### config.mk
export PLATFORM = sky130hd
export DESIGN_NAME = lineEncoderTop
export DESIGN_NICKNAME = d
export VERILOG_FILES = /design/src/rtl/lineEncPkg.sv /design/src/rtl/lineEncCtrl.sv /design/src/rtl/lineEncPath.sv /design/src/rtl/lineEncoderTop.sv
export SDC_FILE = /design/constraint.sdc
export NUM_CORES = 1
export LEC_CHECK = 0
export BUFFER_PORTS_ARGS = -buffer_cell sky130_fd_sc_hd__buf_2
export CORE_AREA = 4 4 41 43
export CTS_BUF_LIST = sky130_fd_sc_hd__clkbuf_8
export CTS_CLUSTER_DIAMETER = 200
export DETAILED_ROUTE_END_ITERATION = 10
export DIE_AREA = 0 0 45 47
export PLACE_DENSITY = 0.32
export SLEW_MARGIN = 10
export SYNTH_ARGS = -nofsm -noshare
export SYNTH_HDL_FRONTEND = slang
export SYNTH_HIERARCHICAL = 1
export SYNTH_SLANG_ARGS = --single-unit
### constraint.sdc
create_clock -name clk -period 2.9 [get_ports clk]
set_input_delay 0.58 -clock clk [delete_from_list [all_inputs] [get_ports clk]]
set_output_delay 0.58 -clock clk [all_outputs]
set_load 0.03 [all_outputs]
### src/rtl/lineEncPkg.sv
package lineEncPkg;

  typedef enum logic {
    CODE_FM0 = 1'b0,
    CODE_MAN = 1'b1
  } codeSel_e;

  // strobes from the control to the datapath
  typedef struct packed {
    logic     loadSym;   // boundary with valid data: load a new symbol
    codeSel_e code;      // code chosen for the symbol being loaded
    logic     bitVal;    // data bit of the symbol being loaded
    logic     inFirst;   // drive the first-half level
  } encStrobes_t;

endpackage

### src/rtl/lineEncCtrl.sv
module lineEncCtrl
  import lineEncPkg::*;
(
  input  logic        clk,
  input  logic        rst,
  input  logic        halfTick,
  input  logic        dataIn,
  input  logic        dataValid,
  input  logic        modeSel,
  output encStrobes_t strobes
);

  logic firstQ;
  logic atBoundary;
  logic startSym;
  logic endFirst;

  // a strobe outside a first half is a symbol boundary
  assign atBoundary = halfTick & ~firstQ;
  assign startSym   = atBoundary & dataValid;
  assign endFirst   = halfTick & firstQ;

  always_ff @(posedge clk) begin
    if (rst) begin
      firstQ <= 1'b0;
    end else if (startSym) begin
      firstQ <= 1'b1;
    end else if (endFirst) begin
      firstQ <= 1'b0;
    end
  end

  always_comb begin
    strobes.loadSym = startSym;
    strobes.code    = modeSel ? CODE_MAN : CODE_FM0;
    strobes.bitVal  = dataIn;
    strobes.inFirst = firstQ;
  end

endmodule

### src/rtl/lineEncPath.sv
module lineEncPath
  import lineEncPkg::*;
#(
  parameter logic RESET_LEVEL = 1'b1
) (
  input  logic        clk,
  input  logic        rst,
  input  encStrobes_t strobes,
  output logic        lineLvl
);

  logic stA;
  logic stB;
  logic nextA;
  logic nextB;
  logic fm0Sel;

  assign fm0Sel = (strobes.code == CODE_FM0);

  // FM0: the first half inverts the previous second half.
  // Manchester: the first half is the bit itself.
  assign nextA = fm0Sel ? ~stB : strobes.bitVal;

  // One shared XOR. In FM0 a 1 keeps the level and a 0 flips it.
  // In Manchester the second half always flips.
  assign nextB = nextA ^ ~(strobes.bitVal & fm0Sel);

  always_ff @(posedge clk) begin
    if (rst) begin
      stA <= RESET_LEVEL;
      stB <= RESET_LEVEL;
    end else if (strobes.loadSym) begin
      stA <= nextA;
      stB <= nextB;
    end
  end

  // single 2:1 mux drives the line
  assign lineLvl = strobes.inFirst ? stA : stB;

endmodule

### src/rtl/lineEncoderTop.sv
module lineEncoderTop
  import lineEncPkg::*;
(
  input  logic clk,
  input  logic rst,
  input  logic halfTick,
  input  logic dataIn,
  input  logic dataValid,
  input  logic modeSel,
  output logic lineOut,
  output logic firstHalf
);

  encStrobes_t strobes;

  lineEncCtrl uCtrl (
    .clk       (clk),
    .rst       (rst),
    .halfTick  (halfTick),
    .dataIn    (dataIn),
    .dataValid (dataValid),
    .modeSel   (modeSel),
    .strobes   (strobes)
  );

  lineEncPath #(
    .RESET_LEVEL (1'b1)
  ) uPath (
    .clk     (clk),
    .rst     (rst),
    .strobes (strobes),
    .lineLvl (lineOut)
  );

  assign firstHalf = strobes.inFirst;

endmodule

; ---- After elaboration in Yosys (flattened, before gate mapping)
; Cells that the tools add are included.
[classes]
div = 0
multipliers = 0
eq_ne = 0
bitwise_logic = 9
n_reduce_logical = 1
shift = 0
addsub = 0
muxes = 5
magnitude_cmp = 0
[ops]
columns = op, count
row1 = $mux W1, 5
row2 = $and A1 B1 Y1, 4
row3 = $not A1 Y1, 4
row4 = $reduce_bool A2 Y1, 1
row5 = $xor A1 B1 Y1, 1
[word_totals]
ramBits = 0
mem_bits_ro = 0
register_bits = 3
n_memories = 0
input_bits = 6
latchBits = 0
out_inout_bits = 2

; ---- Depth between registers and ports, before layout
[logic_depth]
depth_word = 5
depth_mapped = 5
mapped_depth_nobuf = 4

; ---- Cells and area by module
; The synthesis kept the hierarchy.
[modules_own_cells]
columns = mod, cells_each, instances, seq_area_each_um2, area_per_inst_um2
row1 = lineEncPath, 12, 1, 40.0, 107.6
row2 = lineEncCtrl, 9, 1, 20.0, 72.6

; ---- Least setup slack after synthesis
; OpenSTA, ideal clock, no wires.
[synth_path]
kind = reg-to-output
start = register uCtrl.firstQ
end = output lineOut
path_stages_with_launch = 3
slack_ns = 1.386
arrival_ns = 0.934
required_ns = 2.320
cell_sequence = dfxtp_1 -> buf_4 -> mux2_1
[synth_via]
elab_chain_cells = 1
[synth_rtl]
columns = item, line
row1 = "start, declared", lineEncCtrl.sv:13  ; logic firstQ;
row2 = "start signal, assigned", lineEncCtrl.sv:25  ; firstQ <= 1'b0;
row3 = "start signal, assigned", lineEncCtrl.sv:27  ; firstQ <= 1'b1;
row4 = "start signal, assigned", lineEncCtrl.sv:29  ; firstQ <= 1'b0;
row5 = $mux W1, lineEncPath.sv:39  ; assign lineLvl = strobes.inFirst ? stA : stB;
row6 = "end, declared", lineEncoderTop.sv:10  ; output logic lineOut,
; Every way passes these cells.

; ---- Worst setup path in the final report
; Same ends and word-level chain as after synthesis.

==> impl_metrics.tcl <==
set metrics [dict create \
    status "complete, no violations" \
    yosysUniqueCellTypes 14 \
    peakVddDrop_mv 0.340 \
    synth_nets 27 \
    setup_tns_ps 0 \
    cts.clk_slew.worst_paths_ps 30 \
    antenna_found_initial 0 \
    yosys.cell_count.top_type "buf_4" \
    relSlewSlack_pct 86.6 \
    synth_cells 21 \
    tightest_slew_ps 198 \
    clock_latency_ps 210 \
    p_total_uw 181 \
    cts_resized 0 \
    grt_pass1_vias 186 \
    start_util_pct 13.8 \
    hold_viol 0 \
    drv_cap 0 \
    fin_util_pct 19.1 \
    yosys_warnings 6 \
    final-setup-viol-count 0 \
    busiest_layer "met2" \
    synth_top_cell_area_share_pct 33.3 \
    min_from "uCtrl/firstQ" \
    use_met2_pct 7.91 \
    via_count 165 \
    fp.dieH_um 47 \
    clockBufferDepth 2 \
    min_path_type "flip-flop to flip-flop" \
    post_cts_buffers 0 \
    arrival_ps 1080 \
    crit_fanout 4 \
    p_sw_uw 38.3 \
    worst-r2r-cell-count 4 \
    cts_sinks 3 \
    switching_share_pct 21.2 \
    root_buffer "clkbuf_8" \
    routedWlPerCell_um 10.0 \
    netlist_top_cells_count "buf_4, dfxtp_1, inv_1, mux2_1" \
    crit_slowest_cell "dfxtp_1" \
    cp-end-kind "output port" \
    synth_area_leaders "dfxtp_1, buf_4, mux2_1" \
    dr.pass1.iters 2 \
    cp-start-kind "flip-flop" \
    post-dp-hpwl_um 331 \
    drtIter0Drc 1 \
    cpLargestDelayFamily "flip-flops" \
    ant_nets 0 \
    synth_edf_count 0 \
    cts-htree-levels 1 \
    reg2reg_from "uCtrl/firstQ" \
    rows 13 \
    die_w_um 45 \
    synthArstFlopShare_pct 0 \
    cpPeakStageDelay_ps 360 \
    rsz0062_at_grt "no" \
    fmax_mhz 603 \
    power.leakage_uw 0.000111 \
    area_growth_pct 38.2 \
    path_cells "mux2_1, buf_2" \
    numCtsBuffers 3 \
    synth_ff_type "dfxtp_1" \
    met3_usage_pct 6.90 \
    cts_hold_buffers 0 \
    cts_tree "done" \
    critical_path_cell_count 2 \
    fin_crit_ps 1660 \
    path_buf_inv 1 \
    p_per_area_nw_per_um2 726 \
    core_sq_um 1300 \
    drcViolationCount 0 \
    finalNetCount 35 \
    syn_area_sq_um 180 \
    grt_usage_pct 5.53 \
    critPathLaunch "uCtrl/firstQ" \
    via_per_inst 3.84 \
    grt_first_pass_wirelength_um 724 \
    pwr-share-seq_pct 25.8 \
    grt_max_degree 5 \
    ys_ff_latch 3 \
    internal-power_uw 142 \
    p_comb_share_pct 10.5 \
    gp_congestion 0.652 \
    port-buffer-count 7 \
    wl_um 430 \
    fin_skew_ps 1.36 \
    crit_type "flip-flop to output port" \
    dieArea_sq_um 2120 \
    cp.required_ps 2320 \
    drive_above_1_share_pct 35.7 \
    num_antenna_cells 0 \
    syn_area_per_cell_sq_um 8.58 \
    ys_seq_area_share_pct 33.3 \
    grt_util_met1_pct 4.77 \
    finalMaxSlewViolations 0 \
    yosys.area.top_type "dfxtp_1" \
    overflow 0 \
    hold_depth 2 \
    pin_count 8 \
    clkPwrFrac_pct 63.8 \
    post-route-period-util_pct 57.1 \
]
-- per-stage QoR --
stage	hold WS (ps)	instances	instance area, sq um	worst slack [ps]
2_1_floorplan	452	21	180	1390
3_3_place_gp	505	39	204	1460
3_5_place_dp	507	39	204	1450
4_1_cts	515	43	249	1220
5_1_grt	554	43	249	1180
6_report	502	43	249	1240
-- power by group through the flow --
stage | sequential, uW | clock (uW) | combinational, uW
after floorplan | 46.3 | 0 | 16.0
after global placement | 47.1 | 0 | 18.4
after detailed placement | 47.1 | 0 | 18.9
after CTS | 46.6 | 120 | 19.1
after global routing | 47.1 | 126 | 21.1
final | 46.6 | 115 | 18.9
-- worst paths after layout --
check	to	slack [ps]
setup / recovery	lineOut	1240
setup reg to reg	uPath/stB	1760
hold reg to reg	uCtrl/firstQ	500
hold / removal	uCtrl/firstQ	500
-- layout by cell type, fill, tap and decap left out, drive strengths merged, types with 2 or more instances in the layout --
| cell type | count |
|---|---|
| clkbuf | 3 |
| dfxtp | 3 |
| inv | 3 |
| buf | 7 |
| mux2 | 2 |
-- cells by family (layout without fill, tap and decap cells) --
group,count (synthesis),count (layout),share of synthesized area [%]
simple gates,6,6,18.1
buf+inv,6,13,20.8
flops,3,3,33.3
compound gates,4,4,15.3
mux,2,2,12.5
-- sequential cells by signal (all words and copies together) (netlist names) --
register      cells
uPath/stA         1
uCtrl/firstQ      1
uPath/stB         1
-- worst min-delay path: cells and delay by family, from the launching register on --
kind               cells  cell delay (ps)
and+or+nand+nor        1               70
DFF                    1              320
AOI/OAI and AO/OA      1               60
-- area by class of cell --
| class | count | area (sq um) |
|---|---|---|
| flip-flops and latches | 3 | 60.1 |
| clock inverters | 1 | 3.75 |
| inverters | 2 | 7.51 |
| well taps | 15 | 18.8 |
| fillers | 161 | 1050 |
| multi-input cells | 12 | 82.6 |
| repair buffers | 7 | 35.0 |
| clock buffers | 3 | 41.3 |
-- routing by layer --
metal / vias up / wire length (um)
li1: 82 / -
met1: 77 / 172
met2: 6 / 199
met3: 0 / 58
met4: 0 / 0
met5: - / 0
Power figures use the tool's default switching activity.
